### src/rtl/swc_pkg.sv
// Shared types for the stop-mode power and wake controller.
package swc_pkg;
    typedef enum logic [2:0] {
        ST_RUN    = 3'd0,
        ST_STOP   = 3'd1,
        ST_SETTLE = 3'd2,
        ST_CHECK  = 3'd3,
        ST_RESET  = 3'd4
    } swc_state_e;
endpackage

### src/rtl/swc_sync.sv
// Two-flop synchronizer, one chain per bit.
// Assumes inputs are level signals that stay stable for several clocks.
module swc_sync #(
    parameter int W = 3
) (
    input  logic         clk,
    input  logic         rst_n,
    input  logic [W-1:0] d_async,
    output logic [W-1:0] q_sync
);
    logic [W-1:0] stage1;

    for (genvar i = 0; i < W; i++) begin : g_bit
        // Two-stage capture of one asynchronous bit.
        always_ff @(posedge clk) begin
            if (!rst_n) begin
                stage1[i] <= 1'b0;
                q_sync[i] <= 1'b0;
            end else begin
                stage1[i] <= d_async[i];
                q_sync[i] <= stage1[i];
            end
        end
    end
endmodule

### src/rtl/swc_wake_timer.sv
// Down-counter for the stop-mode wake-up timer.
// Loaded on stop entry; counts slow ticks only while enabled.
// A zero load leaves the timer disarmed, so it never expires.
module swc_wake_timer #(
    parameter int CNT_W = 16
) (
    input  logic             clk,
    input  logic             rst_n,
    input  logic             load,
    input  logic             count_en,
    input  logic             tick,
    input  logic [CNT_W-1:0] reload,
    output logic             expired
);
    logic [CNT_W-1:0] cnt;
    logic             armed;

    // Load the reload value, then decrement once per tick down to zero.
    always_ff @(posedge clk) begin
        if (!rst_n) begin
            cnt   <= '0;
            armed <= 1'b0;
        end else if (load) begin
            cnt   <= reload;
            armed <= (reload != '0);
        end else if (count_en && tick && (cnt != '0)) begin
            cnt   <= cnt - 1'b1;
        end
    end

    assign expired = armed && count_en && (cnt == '0);
endmodule

### src/rtl/swc_warn_filter.sv
// Qualifies the synchronized warning level.
// Reports a warning only after it has been present for FILT_TICKS consecutive slow ticks.
// Assumes the input is already gated by the monitor enable.
module swc_warn_filter #(
    parameter int FILT_TICKS = 4
) (
    input  logic clk,
    input  logic rst_n,
    input  logic warn_in,
    input  logic tick,
    output logic warn_ok
);
    localparam int FW = $clog2(FILT_TICKS + 1);
    logic [FW-1:0] cnt;

    assign warn_ok = (cnt == FW'(FILT_TICKS));

    // Count ticks while the warning persists; restart whenever it drops.
    always_ff @(posedge clk) begin
        if (!rst_n)                  cnt <= '0;
        else if (!warn_in)           cnt <= '0;
        else if (tick && !warn_ok)   cnt <= cnt + 1'b1;
    end
endmodule

### src/rtl/stop_wake_ctrl.sv
// Stop-mode power and wake controller (top).
// Gates the CPU clock in stop, wakes on interrupt, timer or live supply events,
// then re-enables the monitor and settles it before releasing or resetting the CPU.
// Assumes tick_8k is a one-cycle pulse in the clk domain and stop_req is a pulse.
module stop_wake_ctrl
    import swc_pkg::*;
#(
    parameter int TMR_W        = 16,
    parameter int SETTLE_TICKS = 3,
    parameter int FILT_TICKS   = 4
) (
    input  logic             clk,
    input  logic             rst_n,
    input  logic             tick_8k,
    input  logic             stop_req,
    input  logic             reload_we,
    input  logic [TMR_W-1:0] reload_val,
    input  logic             mon_dis_we,
    input  logic             mon_dis_val,
    input  logic             pf_clr,
    input  logic             ext_irq,
    input  logic             cmp_warn,
    input  logic             cmp_rst,
    input  logic             cmp_por,
    output logic             cpu_clk_en,
    output logic             cpu_rst,
    output logic             pf_flag,
    output logic             run_status,
    output logic             mon_active
);
    localparam int SET_W = $clog2(SETTLE_TICKS + 1);

    swc_state_e       state, nxt;
    logic [TMR_W-1:0] reload_q;
    logic             mon_dis_q;
    logic [2:0]       cmp_s;
    logic             warn_s, rst_s, por_s;
    logic             warn_g, rst_g, warn_ok, tmr_exp;
    logic             wake_pend, stop_wake, settle_done, pf_set;
    logic [SET_W-1:0] settle_cnt;

    swc_sync #(.W(3)) u_sync (
        .clk     (clk),
        .rst_n   (rst_n),
        .d_async ({cmp_por, cmp_rst, cmp_warn}),
        .q_sync  (cmp_s)
    );
    assign {por_s, rst_s, warn_s} = cmp_s;

    // Monitor is live outside stop regardless of the disable bit.
    assign mon_active = (state != ST_STOP) || !mon_dis_q;
    assign warn_g     = warn_s && mon_active;
    assign rst_g      = rst_s  && mon_active;

    swc_warn_filter #(.FILT_TICKS(FILT_TICKS)) u_filt (
        .clk     (clk),
        .rst_n   (rst_n),
        .warn_in (warn_g),
        .tick    (tick_8k),
        .warn_ok (warn_ok)
    );

    swc_wake_timer #(.CNT_W(TMR_W)) u_tmr (
        .clk      (clk),
        .rst_n    (rst_n),
        .load     ((state == ST_RUN) && (nxt == ST_STOP)),
        .count_en (state == ST_STOP),
        .tick     (tick_8k),
        .reload   (reload_q),
        .expired  (tmr_exp)
    );

    assign wake_pend   = ext_irq || pf_flag || warn_ok;
    assign stop_wake   = ext_irq || tmr_exp || warn_ok || rst_g;
    assign settle_done = (settle_cnt == SET_W'(SETTLE_TICKS));

    // Software-visible control registers: timer reload and monitor disable.
    always_ff @(posedge clk) begin
        if (!rst_n) begin
            reload_q  <= '0;
            mon_dis_q <= 1'b1;
        end else begin
            if (reload_we)  reload_q  <= reload_val;
            if (mon_dis_we) mon_dis_q <= mon_dis_val;
        end
    end

    // Next-state logic; power-on reset overrides every state.
    always_comb begin
        nxt = state;
        if (por_s) begin
            nxt = ST_RESET;
        end else begin
            case (state)
                ST_RUN:    if (rst_g) nxt = ST_RESET;
                           else if (stop_req && !wake_pend) nxt = ST_STOP;
                ST_STOP:   if (stop_wake) nxt = ST_SETTLE;
                ST_SETTLE: if (settle_done) nxt = ST_CHECK;
                ST_CHECK:  nxt = rst_s ? ST_RESET : ST_RUN;
                ST_RESET:  if (!rst_s) nxt = ST_RUN;
                default:   nxt = ST_RESET;
            endcase
        end
    end

    // State register.
    always_ff @(posedge clk) begin
        if (!rst_n) state <= ST_RUN;
        else        state <= nxt;
    end

    // Settle counter: ticks spent with the monitor re-enabled before the check.
    always_ff @(posedge clk) begin
        if (!rst_n)                        settle_cnt <= '0;
        else if (state != ST_SETTLE)       settle_cnt <= '0;
        else if (tick_8k && !settle_done)  settle_cnt <= settle_cnt + 1'b1;
    end

    assign pf_set = warn_ok || ((state == ST_CHECK) && warn_s && !rst_s && !por_s);

    // Sticky power-fail flag; a set condition wins over a software clear.
    always_ff @(posedge clk) begin
        if (!rst_n)      pf_flag <= 1'b0;
        else if (pf_set) pf_flag <= 1'b1;
        else if (pf_clr) pf_flag <= 1'b0;
    end

    assign run_status = (state == ST_RUN);
    assign cpu_clk_en = (state == ST_RUN);
    assign cpu_rst    = (state == ST_RESET);
endmodule

### config.mk
export PLATFORM = sky130hd
export DESIGN_NAME = stop_wake_ctrl
export DESIGN_NICKNAME = d
export VERILOG_FILES = /design/src/rtl/swc_pkg.sv /design/src/rtl/swc_sync.sv /design/src/rtl/swc_wake_timer.sv /design/src/rtl/swc_warn_filter.sv /design/src/rtl/stop_wake_ctrl.sv
export SDC_FILE = /design/constraint.sdc
export NUM_CORES = 1
export LEC_CHECK = 0
export ABC_AREA = 1
export ABC_CLOCK_PERIOD_IN_PS = 6000
export BUFFER_PORTS_ARGS = -buffer_cell sky130_fd_sc_hd__clkbuf_2
export CORE_ASPECT_RATIO = 1.75
export CORE_MARGIN = 1
export CORE_UTILIZATION = 25
export CTS_BUF_LIST = sky130_fd_sc_hd__clkbuf_8
export CTS_CLUSTER_DIAMETER = 60
export DETAILED_ROUTE_END_ITERATION = 8
export PLACE_DENSITY = 0.48
export SLEW_MARGIN = 40
export SYNTH_ARGS = -nofsm -noshare
export SYNTH_HDL_FRONTEND = slang
export SYNTH_SLANG_ARGS = --single-unit
### constraint.sdc
create_clock -name clk -period 6 [get_ports clk]
set_clock_uncertainty 0.2 [all_clocks]
set_input_delay 0.9 -clock clk [delete_from_list [all_inputs] [get_ports clk]]
set_output_delay 0.9 -clock clk [all_outputs]
set_load 0.01 [all_outputs]
Word level (Yosys, flattened, before mapping)
Index checks and enable logic that the tools add are counted.
Widths: inputs -> output; s select.

storage, ports and cells
  output and inout bits = 5
  logic and storage cells = 73
  register bits after elaboration = 49
  input port bits = 28

operators by class
  equal/unequal tests = 9
  reduce and logical (&&, ||, !) cells = 34
  add/subtract/negate cells = 3
  muxes and demuxes = 12
  bitwise gates (word level) = 1

operators with widths
  operator               number
  $mux 16                2
  $reduce_bool 16->1     2
  $mux 3                 7
  $logic_not 16->1       1
  $sub 16x1->16 const B  1
  $pmux 3 s5             1
  $logic_and 1x1->1      13
  $logic_or 1x1->1       7
  $eq 3x1->1 const B     2
  $eq 3x2->1 const B     2
  $eq 3x3->1 const B     2
  $logic_not 1->1        6
  $reduce_bool 2->1      2
  $add 3x1->3 const B    1
  $logic_not 3->1        1
  $ne 3x1->1 const B     1
  $ne 3x2->1 const B     1
  $add 2x1->2 const B    1
  $eq 2x2->1 const B     1
  $mux 1                 2
  $reduce_and 2->1       1
  $reduce_or 2->1        1
  $not 1->1              1

Longest topological paths before layout
  depth after elaboration = 12
  gate-level depth with buffers = 14
  mapped depth without buffers = 14

Cells and area by module
Synthesis repeated with hierarchy kept, for this count alone.

second synthesis, totals
  cell total of the unflattened synthesis = 407
  area, all modules = 2,663.8 um^2

by module, submodules not included
  module           cells each  area each (um^2)  seq. area each (um^2)  instances
  swc_wake_timer   222         1,313.8           340.3                  1
  stop_wake_ctrl   139         1,006.0           460.4                  1
  swc_warn_filter  28          178.9             60.1                   1
  swc_sync         18          165.2             120.1                  1

Worst setup path after synthesis
Ideal clock, no wire load.

  path type = in2reg
  start point = input ext_irq
  end point = register u_tmr.cnt[12]
  buffers on the path = 1
  library setup time = 0.132 ns
  stages = 8
  data required time = 5.668 ns
  path slack = 3.810 ns
  arrival time = 1.858 ns
  cells stage by stage = or2_1 > a21oi_2 > nand3_2 > nand2_4 > buf_2 > nand3b_1 > nand2_1 > a21oi_2

between the ends
  longest elaborated chain between the ends = 11
  elaborated cells on any way between the ends = 16
  classes of those cells = eq/ne: 1; mux: 6; reduce/logical: 9

ends and longest elaborated chain
  element                                              line                  RTL
  start, declared                                      stop_wake_ctrl.sv:21  input logic ext_irq,
  $logic_or 1x1->1 (2 in a row)                        stop_wake_ctrl.sv:73  assign wake_pend = ext_irq || pf_flag || warn_ok;
  $logic_not 1->1                                      stop_wake_ctrl.sv:96  else if (stop_req && !wake_pend) nxt = ST_STOP;
  $logic_and 1x1->1                                    stop_wake_ctrl.sv:96
  $mux 3                                               stop_wake_ctrl.sv:96
  $mux 3                                               stop_wake_ctrl.sv:95  ST_RUN: if (rst_g) nxt = ST_RESET;
  $pmux 3 s5 *                                         stop_wake_ctrl.sv:94  case (state)
  $mux 3 *                                             stop_wake_ctrl.sv:91  if (por_s) begin
  $eq 3x1->1 *                                         stop_wake_ctrl.sv:66  .load ((state == ST_RUN) && (nxt == ST_STOP)),
  $logic_and 1x1->1 *                                  stop_wake_ctrl.sv:66
  $mux 16 / $reduce_bool 2->1 (equally long branches)  -
  end signal, assigned                                 swc_wake_timer.sv:24  cnt <= reload;
  end signal, assigned                                 swc_wake_timer.sv:27  cnt <= cnt - 1'b1;
  end, declared                                        swc_wake_timer.sv:15  logic [CNT_W-1:0] cnt;

Every way passes the cells marked *; elsewhere a longest branch is shown, timed or not.
A chain may end at the register's enable or synchronous reset.

==> key figures <==
Setup path
  – Worst path required time: 6010 ps
  – CP delay by family, top: buffers and inverters
  – Worst Path Class, Setup: in -> reg
  – WP buf/inv: 2
  – Crit path max fanout: 27
  – Worst path max stage delay: 740 ps
  – CP arrival: 2430 ps
  – Crit path launch type: primary input
  – CP max-delay cell: clkinv_1
  – Worst-path cell chain: clkbuf_2, clkinv_1, a21oi_1, o21ai_0
  – CP Capture Type: flop

Timing
  – Period utilization: 0.403
  – Final Max Tran Viols: 0
  – Worst Tran Pin Value: 743 ps
  – Fin crit period: 2420 ps
  – RSZ-0062 raised after global routing: false
  – TNS Setup: 0 ps
  – Worst slew margin: 0.502
  – Setup violators final: 0
  – Fmax: 413 MHz
  – Final hold violation count: 0

Clocking
  – Clock Sinks: 49
  – Post-CTS resize count: 0
  – CTS Buffer Depth: 2
  – CTS tree: done
  – H-tree levels: 2
  – Buffer count from post-CTS setup fixing: 0
  – Clock transition at path regs: 100 ps
  – Worst skew pair latency: 320 ps
  – CTS Buf Count: 5
  – Clock Tree Root: clkbuf_8
  – Hold Buf Count CTS: 0

Pwr
  – P_sw: 0.297 mW
  – Pwr dens: 299 nW/um^2
  – Static leakage: 1.32 nW
  – Total Power: 0.860 mW
  – Internal: 0.563 mW
  – Sw Ratio: 0.345
  – Peak supply drop: 0.132 mV
  – Combinational power share: 0.274
  – Clock Power Share: 0.289
  – Flop pwr share: 0.438

Finish
  – ANT cells: 0
  – Multi-input gate area: 1280 um^2
  – # nets final: 421
  – Design area: 2880 um^2
  – Register area: 981 um^2
  – Synth-to-Final Area Change: 14.1%
  – Fillers: 1129
  – Share of post-route cells with drive strength above 1: 0.149

Global routing
  – Grt total ovfl: 0
  – Met1 usage: 0.128
  – GR Util met3: 0.0182
  – Global Route met2 Usage: 0.234
  – Largest net degree at the start of global routing: 29
  – Global route hottest layer: met2
  – Initial antenna violation count: 0
  – First-pass GRT wire length: 9950 um
  – Vias in the first global route: 2147
  – GRT Total Usage: 0.121

Logic synthesis
  – Post-synth ARST share: 0
  – Most common cell in the netlist: nand2_1
  – Synth warn: 0
  – Syn_nets: 396
  – Mean post-synth cell area: 6.96 um^2
  – Main synth FF type: dfxtp_1
  – Cells after synthesis: 363
  – Synth area leader: dfxtp_1
  – Seq/Total Area, Yosys: 0.389
  – Share of the synthesized area in the top cell type: 0.389
  – Synth unique cells: 31
  – Post-synth EDFFs: 0
  – Synthesized cell area: 2520 um^2
  – Most frequent cells after synthesis: nand2_1, dfxtp_1, inv_1, nand3_1, nor2_1
  – Dominant cells by area after synthesis: dfxtp_1, nand2_1, nand3_1, a21oi_1, inv_1
  – Synthesized flop and latch total: 49

Route
  – Drt pass-1 iters: 4
  – Routed WL: 6140 um
  – Vias per cell: 4.54
  – DR DRC count: 0
  – Via count: 2332
  – Antenna violation net count after detailed routing: 0
  – Starting DRT DRC Count: 61
  – Post-DR wirelength/cell: 11.9 um

Placement
  – Port buffer count: 32
  – GPL Wtd Cong: 0.773
  – Placed instance area: 2770 um^2
  – Dpl hpwl: 4570 um

Die
  – Die ar.: 10500 um^2
  – Die H: 135 um
  – Chip width: 78.0 um
  – Rows: 48
  – Area of the core: 9850 um^2
  – Number of I/O pins: 33
  – Initial Utilization: 0.256

Hold path
  – HP Class: reg -> reg

Run status
  – Status: finished clean

Job
  – Maxcap violations: 0
[path summary, 6_finish.rpt]
check,slack (ps),cells past startpoint,start,end
max,3580,4,rst_n,mon_dis_q
min,220,2,u_sync.stage1[2],u_sync.q_sync[2]
max reg2reg,3680,14,u_tmr.cnt[0],u_tmr.cnt[7]
min reg2reg,220,2,u_sync.stage1[2],u_sync.q_sync[2]
[stage by stage]
stage,worst slack (ps),util,hold WS [ps],cells
5_1_grt,3350,0.292,245,514
4_1_cts,3660,0.292,226,514
2_1_floorplan,3810,-,190,363
3_5_place_dp,3480,0.281,200,506
3_3_place_gp,3520,0.281,196,506
6_report,3580,0.292,223,514
[metal layers]
metal	wire length [um]	part of all wire
met5	0	0
met4	118	0.019
met3	154	0.025
met2	3320	0.54
met1	2550	0.42
[tightest hold or removal path: cells and delay by family, from the launching register on]
kind                   cells  cell delay, ps
and+or+nand+nor            1              50
buffers and inverters      1              30
DFF                        1             310
[cell families after synthesis]
logic type	after synthesis	share of synthesized area
and+or+nand+nor	171	0.308
AOI/OAI and AO/OA	63	0.132
buffers and inverters	63	0.105
DFF	49	0.389
xor gates and xnor gates	12	0.0416
adders and majority gates	5	0.0248
[cells in the final DEF (no fill, tap or decap), drive strengths merged, types with 6 or more instances in the layout]
cell and count:
nand2 69, nor2 43, nand3 42, dfxtp 49
o21ai 24, nor3 6, inv 47, clkbuf 37
xnor2 6, a21oi 36, xor2 6
[flip-flops by register name, indices dropped and copies added, names as in the netlist]
signal / cells
u_tmr.cnt: 16
settle_cnt: 2
u_sync.stage1: 3
state: 3
u_filt.cnt: 3
reload_q: 16
pf_flag: 1
u_tmr.armed: 1
u_sync.q_sync: 3
mon_dis_q: 1
[cell type report]
class	count	area share
multi-input combinational	251	0.444
sequential	49	0.341
inverter	48	0.0626
timing repair buffer	33	0.0582
tap	125	0.0543
clock buffer	5	0.0239
clock inverter	3	0.0161
[power groups by stage]
| stage | logic [mW] | clock network, mW | registers [mW] |
|---|---|---|---|
| 6_report | 0.236 | 0.248 | 0.376 |
| 5_1_grt | 0.264 | 0.269 | 0.380 |
| 4_1_cts | 0.238 | 0.260 | 0.376 |
| 3_5_place_dp | 0.236 | 0 | 0.384 |
| 3_3_place_gp | 0.235 | 0 | 0.384 |
| 2_1_floorplan | 0.190 | 0 | 0.377 |
(Power assumes the default switching activity.)
